[src/rtl/gpio_pkg.sv]
package gpio_pkg;
  localparam int unsigned AW = 3;
  localparam logic [AW-1:0] ADR_DIR  = 3'd0;
  localparam logic [AW-1:0] ADR_OUT  = 3'd1;
  localparam logic [AW-1:0] ADR_IN   = 3'd2;
  localparam logic [AW-1:0] ADR_IE   = 3'd3;
  localparam logic [AW-1:0] ADR_TYPE = 3'd4;
  localparam logic [AW-1:0] ADR_POL  = 3'd5;
  localparam logic [AW-1:0] ADR_STAT = 3'd6;
endpackage

[src/rtl/gpio_sync.sv]
module gpio_sync #(
  parameter int unsigned WIDTH  = 8,
  parameter int unsigned STAGES = 2
) (
  input  logic             clk_i,
  input  logic             rst_ni,
  input  logic [WIDTH-1:0] d_i,
  output logic [WIDTH-1:0] q_o
);
  logic [WIDTH-1:0] stage_q [STAGES];

  for (genvar s = 0; s < STAGES; s++) begin : g_stage
    always_ff @(posedge clk_i or negedge rst_ni) begin
      if (!rst_ni) stage_q[s] <= '0;
      else if (s == 0) stage_q[s] <= d_i;
      else stage_q[s] <= stage_q[(s == 0) ? 0 : s-1];
    end
  end

  assign q_o = stage_q[STAGES-1];
endmodule

[src/rtl/gpio_edge_det.sv]
module gpio_edge_det #(
  parameter int unsigned WIDTH = 8
) (
  input  logic             clk_i,
  input  logic             rst_ni,
  input  logic [WIDTH-1:0] sync_i,
  input  logic [WIDTH-1:0] rise_sel_i,
  output logic [WIDTH-1:0] evt_o
);
  logic [WIDTH-1:0] dly_q;

  always_ff @(posedge clk_i or negedge rst_ni) begin
    if (!rst_ni) dly_q <= '0;
    else         dly_q <= sync_i;
  end

  // polarity 1: rising, 0: falling
  assign evt_o = (rise_sel_i & sync_i & ~dly_q) | (~rise_sel_i & ~sync_i & dly_q);
endmodule

[src/rtl/gpio_regs.sv]
module gpio_regs
  import gpio_pkg::*;
#(
  parameter int unsigned WIDTH = 8
) (
  input  logic             clk_i,
  input  logic             rst_ni,
  input  logic             we_i,
  input  logic [AW-1:0]    addr_i,
  input  logic [WIDTH-1:0] wdata_i,
  output logic [WIDTH-1:0] rdata_o,
  input  logic [WIDTH-1:0] in_sync_i,
  input  logic [WIDTH-1:0] edge_evt_i,
  output logic [WIDTH-1:0] dir_o,
  output logic [WIDTH-1:0] out_o,
  output logic [WIDTH-1:0] ie_o,
  output logic [WIDTH-1:0] type_o,
  output logic [WIDTH-1:0] pol_o,
  output logic [WIDTH-1:0] status_o
);
  logic [WIDTH-1:0] dir_q, out_q, ie_q, type_q, pol_q, status_q;
  logic [WIDTH-1:0] clr_mask;

  assign clr_mask = (we_i && addr_i == ADR_STAT) ? wdata_i : '0;

  always_ff @(posedge clk_i or negedge rst_ni) begin
    if (!rst_ni) begin
      dir_q    <= '0;
      out_q    <= '0;
      ie_q     <= '0;
      type_q   <= '0;
      pol_q    <= '0;
      status_q <= '0;
    end else begin
      if (we_i) begin
        case (addr_i)
          ADR_DIR:  dir_q  <= wdata_i;
          ADR_OUT:  out_q  <= wdata_i;
          ADR_IE:   ie_q   <= wdata_i;
          ADR_TYPE: type_q <= wdata_i;
          ADR_POL:  pol_q  <= wdata_i;
          default:  ;
        endcase
      end
      // set beats clear
      status_q <= (status_q & ~clr_mask) | (edge_evt_i & type_q);
    end
  end

  always_comb begin
    case (addr_i)
      ADR_DIR:  rdata_o = dir_q;
      ADR_OUT:  rdata_o = out_q;
      ADR_IN:   rdata_o = in_sync_i;
      ADR_IE:   rdata_o = ie_q;
      ADR_TYPE: rdata_o = type_q;
      ADR_POL:  rdata_o = pol_q;
      ADR_STAT: rdata_o = status_q;
      default:  rdata_o = '0;
    endcase
  end

  assign dir_o    = dir_q;
  assign out_o    = out_q;
  assign ie_o     = ie_q;
  assign type_o   = type_q;
  assign pol_o    = pol_q;
  assign status_o = status_q;
endmodule

[src/rtl/gpio_irq_ctrl.sv]
module gpio_irq_ctrl
  import gpio_pkg::*;
#(
  parameter int unsigned N_PINS      = 8,
  parameter int unsigned SYNC_STAGES = 2
) (
  input  logic              clk_i,
  input  logic              rst_ni,
  input  logic              bus_we_i,
  input  logic [AW-1:0]     bus_addr_i,
  input  logic [N_PINS-1:0] bus_wdata_i,
  output logic [N_PINS-1:0] bus_rdata_o,
  input  logic [N_PINS-1:0] pad_i,
  output logic [N_PINS-1:0] pad_o,
  output logic [N_PINS-1:0] pad_oe_o,
  output logic              irq_o
);
  logic [N_PINS-1:0] in_sync, edge_evt;
  logic [N_PINS-1:0] dir_q, out_q, ie_q, type_q, pol_q, status_q;
  logic [N_PINS-1:0] pin_req;

  gpio_sync #(.WIDTH(N_PINS), .STAGES(SYNC_STAGES)) u_sync (
    .clk_i  (clk_i),
    .rst_ni (rst_ni),
    .d_i    (pad_i),
    .q_o    (in_sync)
  );

  gpio_edge_det #(.WIDTH(N_PINS)) u_edge (
    .clk_i      (clk_i),
    .rst_ni     (rst_ni),
    .sync_i     (in_sync),
    .rise_sel_i (pol_q),
    .evt_o      (edge_evt)
  );

  gpio_regs #(.WIDTH(N_PINS)) u_regs (
    .clk_i      (clk_i),
    .rst_ni     (rst_ni),
    .we_i       (bus_we_i),
    .addr_i     (bus_addr_i),
    .wdata_i    (bus_wdata_i),
    .rdata_o    (bus_rdata_o),
    .in_sync_i  (in_sync),
    .edge_evt_i (edge_evt),
    .dir_o      (dir_q),
    .out_o      (out_q),
    .ie_o       (ie_q),
    .type_o     (type_q),
    .pol_o      (pol_q),
    .status_o   (status_q)
  );

  // level pins take the raw pad, no clock
  for (genvar p = 0; p < N_PINS; p++) begin : g_req
    assign pin_req[p] = type_q[p] ? status_q[p] : ~(pad_i[p] ^ pol_q[p]);
  end

  assign irq_o    = |(ie_q & pin_req);
  assign pad_o    = out_q;
  assign pad_oe_o = dir_q;
endmodule

[config.mk]
export PLATFORM = sky130hd
export DESIGN_NAME = gpio_irq_ctrl
export DESIGN_NICKNAME = d
export VERILOG_FILES = /design/src/rtl/gpio_pkg.sv /design/src/rtl/gpio_sync.sv /design/src/rtl/gpio_edge_det.sv /design/src/rtl/gpio_regs.sv /design/src/rtl/gpio_irq_ctrl.sv
export SDC_FILE = /design/constraint.sdc
export NUM_CORES = 1
export LEC_CHECK = 0
export BUFFER_PORTS_ARGS = -buffer_cell sky130_fd_sc_hd__buf_2
export CORE_ASPECT_RATIO = 1.5
export CORE_UTILIZATION = 55
export DETAILED_ROUTE_END_ITERATION = 10
export MAX_ROUTING_LAYER = met4
export PLACE_DENSITY_LB_ADDON = 0.1
export SLEW_MARGIN = 20
export SYNTH_ARGS = -nofsm -noshare
export SYNTH_HDL_FRONTEND = slang
export SYNTH_HIERARCHICAL = 1
export SYNTH_SLANG_ARGS = --single-unit
[constraint.sdc]
create_clock -name clk_i -period 1.4 [get_ports clk_i]
set_input_delay 0 -clock clk_i [delete_from_list [all_inputs] [get_ports clk_i]]
set_output_delay 0 -clock clk_i [all_outputs]
set_load 0.05 [all_outputs]
After elaboration in Yosys (flattened, before gate mapping) --
Cells that the tools add are included.
Operators by class: reduce and logical (&&, ||, !) cells 8, eq/ne operators 6, multiplexer cells 10, bitwise gates (word level) 29
Operator list (number):
- 8-bit bitwise AND | 7
- 8-bit case mux with 7 select lines | 1
- 8-bit inverter | 4
- 8-bit OR | 2
- 2-bit AND reduction | 5
- 3-bit equality test (second input constant) | 3
- 1-bit 2-to-1 mux | 8
- 8-bit 2-to-1 mux | 1
- 1-bit inverter | 8
- 8-bit OR reduction | 1
- 1-bit XOR | 8
- 3-bit by 2-bit equality test with 1-bit output (second input constant) | 2
- 3-bit by 1-bit equality test with 1-bit output (second input constant) | 1
- 3-bit zero test | 1
- 1-bit logical AND | 1
Storage, ports and cells: register bits after elaboration 72, word-level logic and storage cells 62, input port bits 22, output and inout port bits 25

Logic depth before layout (Yosys ltp) --
depth in word-level cells 6, gate-level depth with buffers 6, mapped depth without buffers 4

By module --
The synthesis kept the hierarchy.
Modules (own cells, without submodules):
- gpio_regs | cells an instance 189, seq. area each 1201.2 um^2, instances 1, area an instance 2522.4 um^2
- gpio_sync | cells an instance 24, seq. area each 400.4 um^2, instances 1, area an instance 460.4 um^2
- gpio_edge_det | cells an instance 32, seq. area each 200.2 um^2, instances 1, area an instance 336.6 um^2
- gpio_irq_ctrl | cells an instance 29, seq. area each 0.0 um^2, instances 1, area an instance 202.7 um^2

Least setup slack after synthesis --
OpenSTA, ideal clock, no wires.
path kind reg-to-output, start point reg u_regs.out_q[0] (netlist: u_regs/out_o[0]), end point out bus_rdata_o[0], data arrival time 2.020 ns, setup slack -0.620 ns, path buffers 0, stages on the path, launching flop included 4, required time 1.400 ns, cell sequence dfrtp_1 -> mux2i_1 -> o21a_1 -> o21ai_0
On the way: word-level cells in the longest chain between the ends 1
RTL lines:
- from (decl) | line gpio_regs.sv:21 | logic [WIDTH-1:0] dir_q, out_q, ie_q, type_q, pol_q, status_q;
- from (signal assigned) | line gpio_regs.sv:38 | ADR_OUT: out_q <= wdata_i;
- 8-bit case mux with 7 select lines | line gpio_regs.sv:51 | case (addr_i)
- to (decl) | line gpio_irq_ctrl.sv:12 | output logic [N_PINS-1:0] bus_rdata_o,
Every way passes these cells.

Worst setup path after layout --
start point reg u_regs.pol_q[0] (netlist: u_regs/pol_o[0]), end point out irq_o
On the way: word-level cells in the longest chain between the ends 5
RTL lines:
- from (decl) | line gpio_regs.sv:21
- from (signal assigned) | line gpio_regs.sv:41 | ADR_POL: pol_q <= wdata_i;
- 1-bit XOR | line gpio_irq_ctrl.sv:56 | assign pin_req[p] = type_q[p] ? status_q[p] : ~(pad_i[p] ^ pol_q[p]);
- 1-bit inverter | line gpio_irq_ctrl.sv:56
- 1-bit 2-to-1 mux | line gpio_irq_ctrl.sv:56
- 8-bit bitwise AND | line gpio_irq_ctrl.sv:59 | assign irq_o = |(ie_q & pin_req);
- 8-bit OR reduction | line gpio_irq_ctrl.sv:59
- to (decl) | line gpio_irq_ctrl.sv:16 | output logic irq_o
Every way passes these cells.

==> impl_metrics.toml <==
[timing]
setup_ws_ns = -0.381
fmax_ghz = 0.561
fin_crit_ns = 1.78
report.final.slew_viol_count = 0
finalSetupViolCount = 9
finalCritPeriodShare_pct = 127
hold_violations = 0
grt_setup_unrepaired = "true"
hold_ws_ns = 0.193
fin_skew_ns = 0.00482
worst_pin_slew_ns = 0.579
max-slew-margin-rel_pct = 61.4

[floorplanning]
die_x_um = 67.3
die_y_um = 100
die_area_um2 = 6730
initial_core_util_pct = 57.0
rows = 35
io_pins = 47
core_um2 = 6170

[detailed_routing]
dr.pass1.iters = 5
drtIter0Drc = 153
routed_wl_um = 8260
via_per_inst = 5.65
drtAntennaViolNets = 0
wl_per_cell_um = 18.4
vias = 2541
drc = 0

[status]
outcome = "finished, violations left"
violations = "setup timing"

[logic_synthesis]
synthXorXnorAreaFrac_pct = 1.99
synth_cell_types = 35
yosysSeqAreaShare_pct = 51.2
syn-instance-count = 274
synthMuxAreaShare_pct = 20.4
yosysWarningCount = 6
syn_avg_cell_area_um2 = 12.9
synth_edf_count = 0
synth-simple-area-share_pct = 14.4
synth_top_family_by_area = "multiplexers"
synth_compound_area_share_pct = 7.53
syn_nets = 296
netlist_area_um2 = 3520
async_flop_share_pct = 100
yosys.area_share.adder_pct = 0
synth-seq-cells = 72
ys.flop_type = "dfrtp_1"

[critical_path]
cp_data_required_time_ns = 1.40
critPathLaunchType = "register"
arrival_ns = 1.78
critical_path_class = "reg2out"
cp_max_fo = 2
end_kind = "output port"

[global_route]
grt_pass1_wl_um = 13200
antenna_found_initial = 0
grt_pass1_vias = 2633
grt_max_degree = 73
grt_overflow = 0
grt_usage_pct = 27.9

[flow_run]
max-cap-violations = 0

[hold_path]
hp-class = "in2async"

[clocking]
path_clk_slew_ns = 0.07
cts_buffers = 9
cts_tree = "yes"
htree_levels = 3
cts-root-buf = "clkbuf_8"
cts_sinks = 72
cts.path.max_buffers = 2
clk_latency_ns = 0.35

[cells_and_area]
multi_input_area_um2 = 1700
insertedDiodeCount = 0
nNetsFinal = 393
final-seq-area_um2 = 1810
fill_cells = 404
drive_gt1_share_pct = 47.9
syn_to_final_growth_pct = 32.9

[power_and_ir_drop]
peakVddDrop_uv = 1020
power-per-cell-area_nw_per_um2 = 1500
power_mw = 7.03
power.leakage_nw = 2.14

[placed_design]
dp_hpwl_um = 5400
gp_congestion = 0.797
place.port_buffers = 46
worst max-delay path, cell delays in order, from the launching register on:
cell and delay [ns]:
dfrtp_1 0.40, xnor2_1 0.14, nand3b_1 0.11, nand4_1 0.10, or4_4 0.51, buf_8 0.17
sequential cells by signal, summed over array words and instances (netlist names):
| register | flops |
|---|---|
| u_sync/q_o | 8 |
| u_edge/dly_q | 8 |
| u_regs/ie_o | 8 |
| u_regs/dir_o | 8 |
| u_regs/status_o | 8 |
| u_regs/pol_o | 8 |
| u_regs/out_o | 8 |
| u_regs/type_o | 8 |
| u_sync/stage_q | 8 |
synthesized netlist by cell type (4+ instances only):
cell      instances  share of area (%)
o22ai_1           7                1.2
nand2_1          20                2.1
mux2_4           16                6.8
xnor2_1           8                2.0
o21a_1            4               0.85
dfrtp_1          72                 51
buf_4             9                1.9
o21ai_0           4               0.57
nand2b_1          9                1.6
nand3b_1         13                2.8
and4b_1           9                2.6
a22o_1           11                2.7
nand3_1           8                1.1
buf_6             5                1.6
mux2i_1          14                4.0
buf_2             5               0.71
mux2_2           30                9.6
a211oi_1          4               0.85
nand4_1           4               0.71
through the flow:
stage,instances,setup WS [ns],utilization [%],instance area (um^2),TNS [ns]
floorplan,274,0.0115,-,3610,0
CTS,447,-0.378,75.1,4630,-1.45
global route,450,-0.413,75.8,4680,-1.89
global placement,409,-0.0803,66.0,4070,-0.0803
finish,450,-0.381,75.8,4680,-1.39
detailed placement,409,-0.0515,66.0,4070,-0.131
power breakdown:
group	switching, mW	internal, mW
Sequential	0.320	2.45
Combinational	1.26	1.18
Clock	0.772	1.05
per-layer routing:
layer / up-vias / global-route usage, % / part of all wire, % / wire length (um)
met4: 0 / 12.6 / 1.9 / 153
met2: 45 / 44.3 / 51 / 4250
met5: - / - / 0 / 0
met1: 1289 / 34.9 / 45 / 3680
li1: 1196 / - / - / -
met3: 11 / 3.75 / 2.1 / 175
cells in the final DEF, fill, tap and decap left out, drive strengths merged:
master and n:
o221ai 1, a211oi 4, nand3b 13, buf 91, o22ai 8, nand3 9, a21oi 1, nor3b 1
xnor2 8, nand2b 9, nor2b 2, or2 4, dfrtp 72, a22o 11, nand4 4, nor4b 1
a31oi 3, and3b 1, bufinv 2, clkinvlp 2, nor2 1, and4b 9, clkinv 1, mux2i 14
dlygate4sd3 17, o21ai 4, mux2 46, clkbuf 11, nand2 20, nor3 1, o21a 4, or4 1
what timing repair did:
item | 4_1_cts | 5_1_grt
resized for setup | 37 | 8
endpoints found under the setup margin | 9 | 9
hold buffers | 17 | 0
pin swaps | 11 | 3
endpoints found under the hold margin | 127 | 0
cloned | 0 | 0
buffers inserted | 7 | 5
cell families (layout without fill, tap and decap cells):
kind of cell | after synthesis | count (layout)
flip-flops | 72 | 72
AND/OR/NAND/NOR | 76 | 76
buffers and inverters | 22 | 124
multiplexers | 60 | 60
XOR/XNOR | 8 | 8
AO/OA/AOI/OAI | 36 | 36
path summary, 6_finish.rpt:
kind	from	end	slack [ns]	depth (start not counted)
max in group asynchronous	rst_ni	u_regs/out_o[5]	0.87	3
worst max-delay path	u_regs/pol_o[0]	irq_o	-0.38	5
min in group clk_i	bus_addr_i[2]	u_regs/dir_o[0]	0.28	4
worst min-delay path	rst_ni	u_sync/q_o[4]	0.19	3
worst min register to register	u_sync/stage_q[13]	u_sync/q_o[5]	0.35	0
worst max register to register	u_regs/pol_o[6]	u_regs/status_o[6]	0.24	5
layout make-up:
class,instances,area share [%]
sequential,72,38.6
clock inverter,5,1.71
clock buffer,11,3.02
tap,74,1.98
timing repair buffer,108,18.3
multi-input combinational,180,36.4
Note: power is estimated with default switching activity, not from simulation.
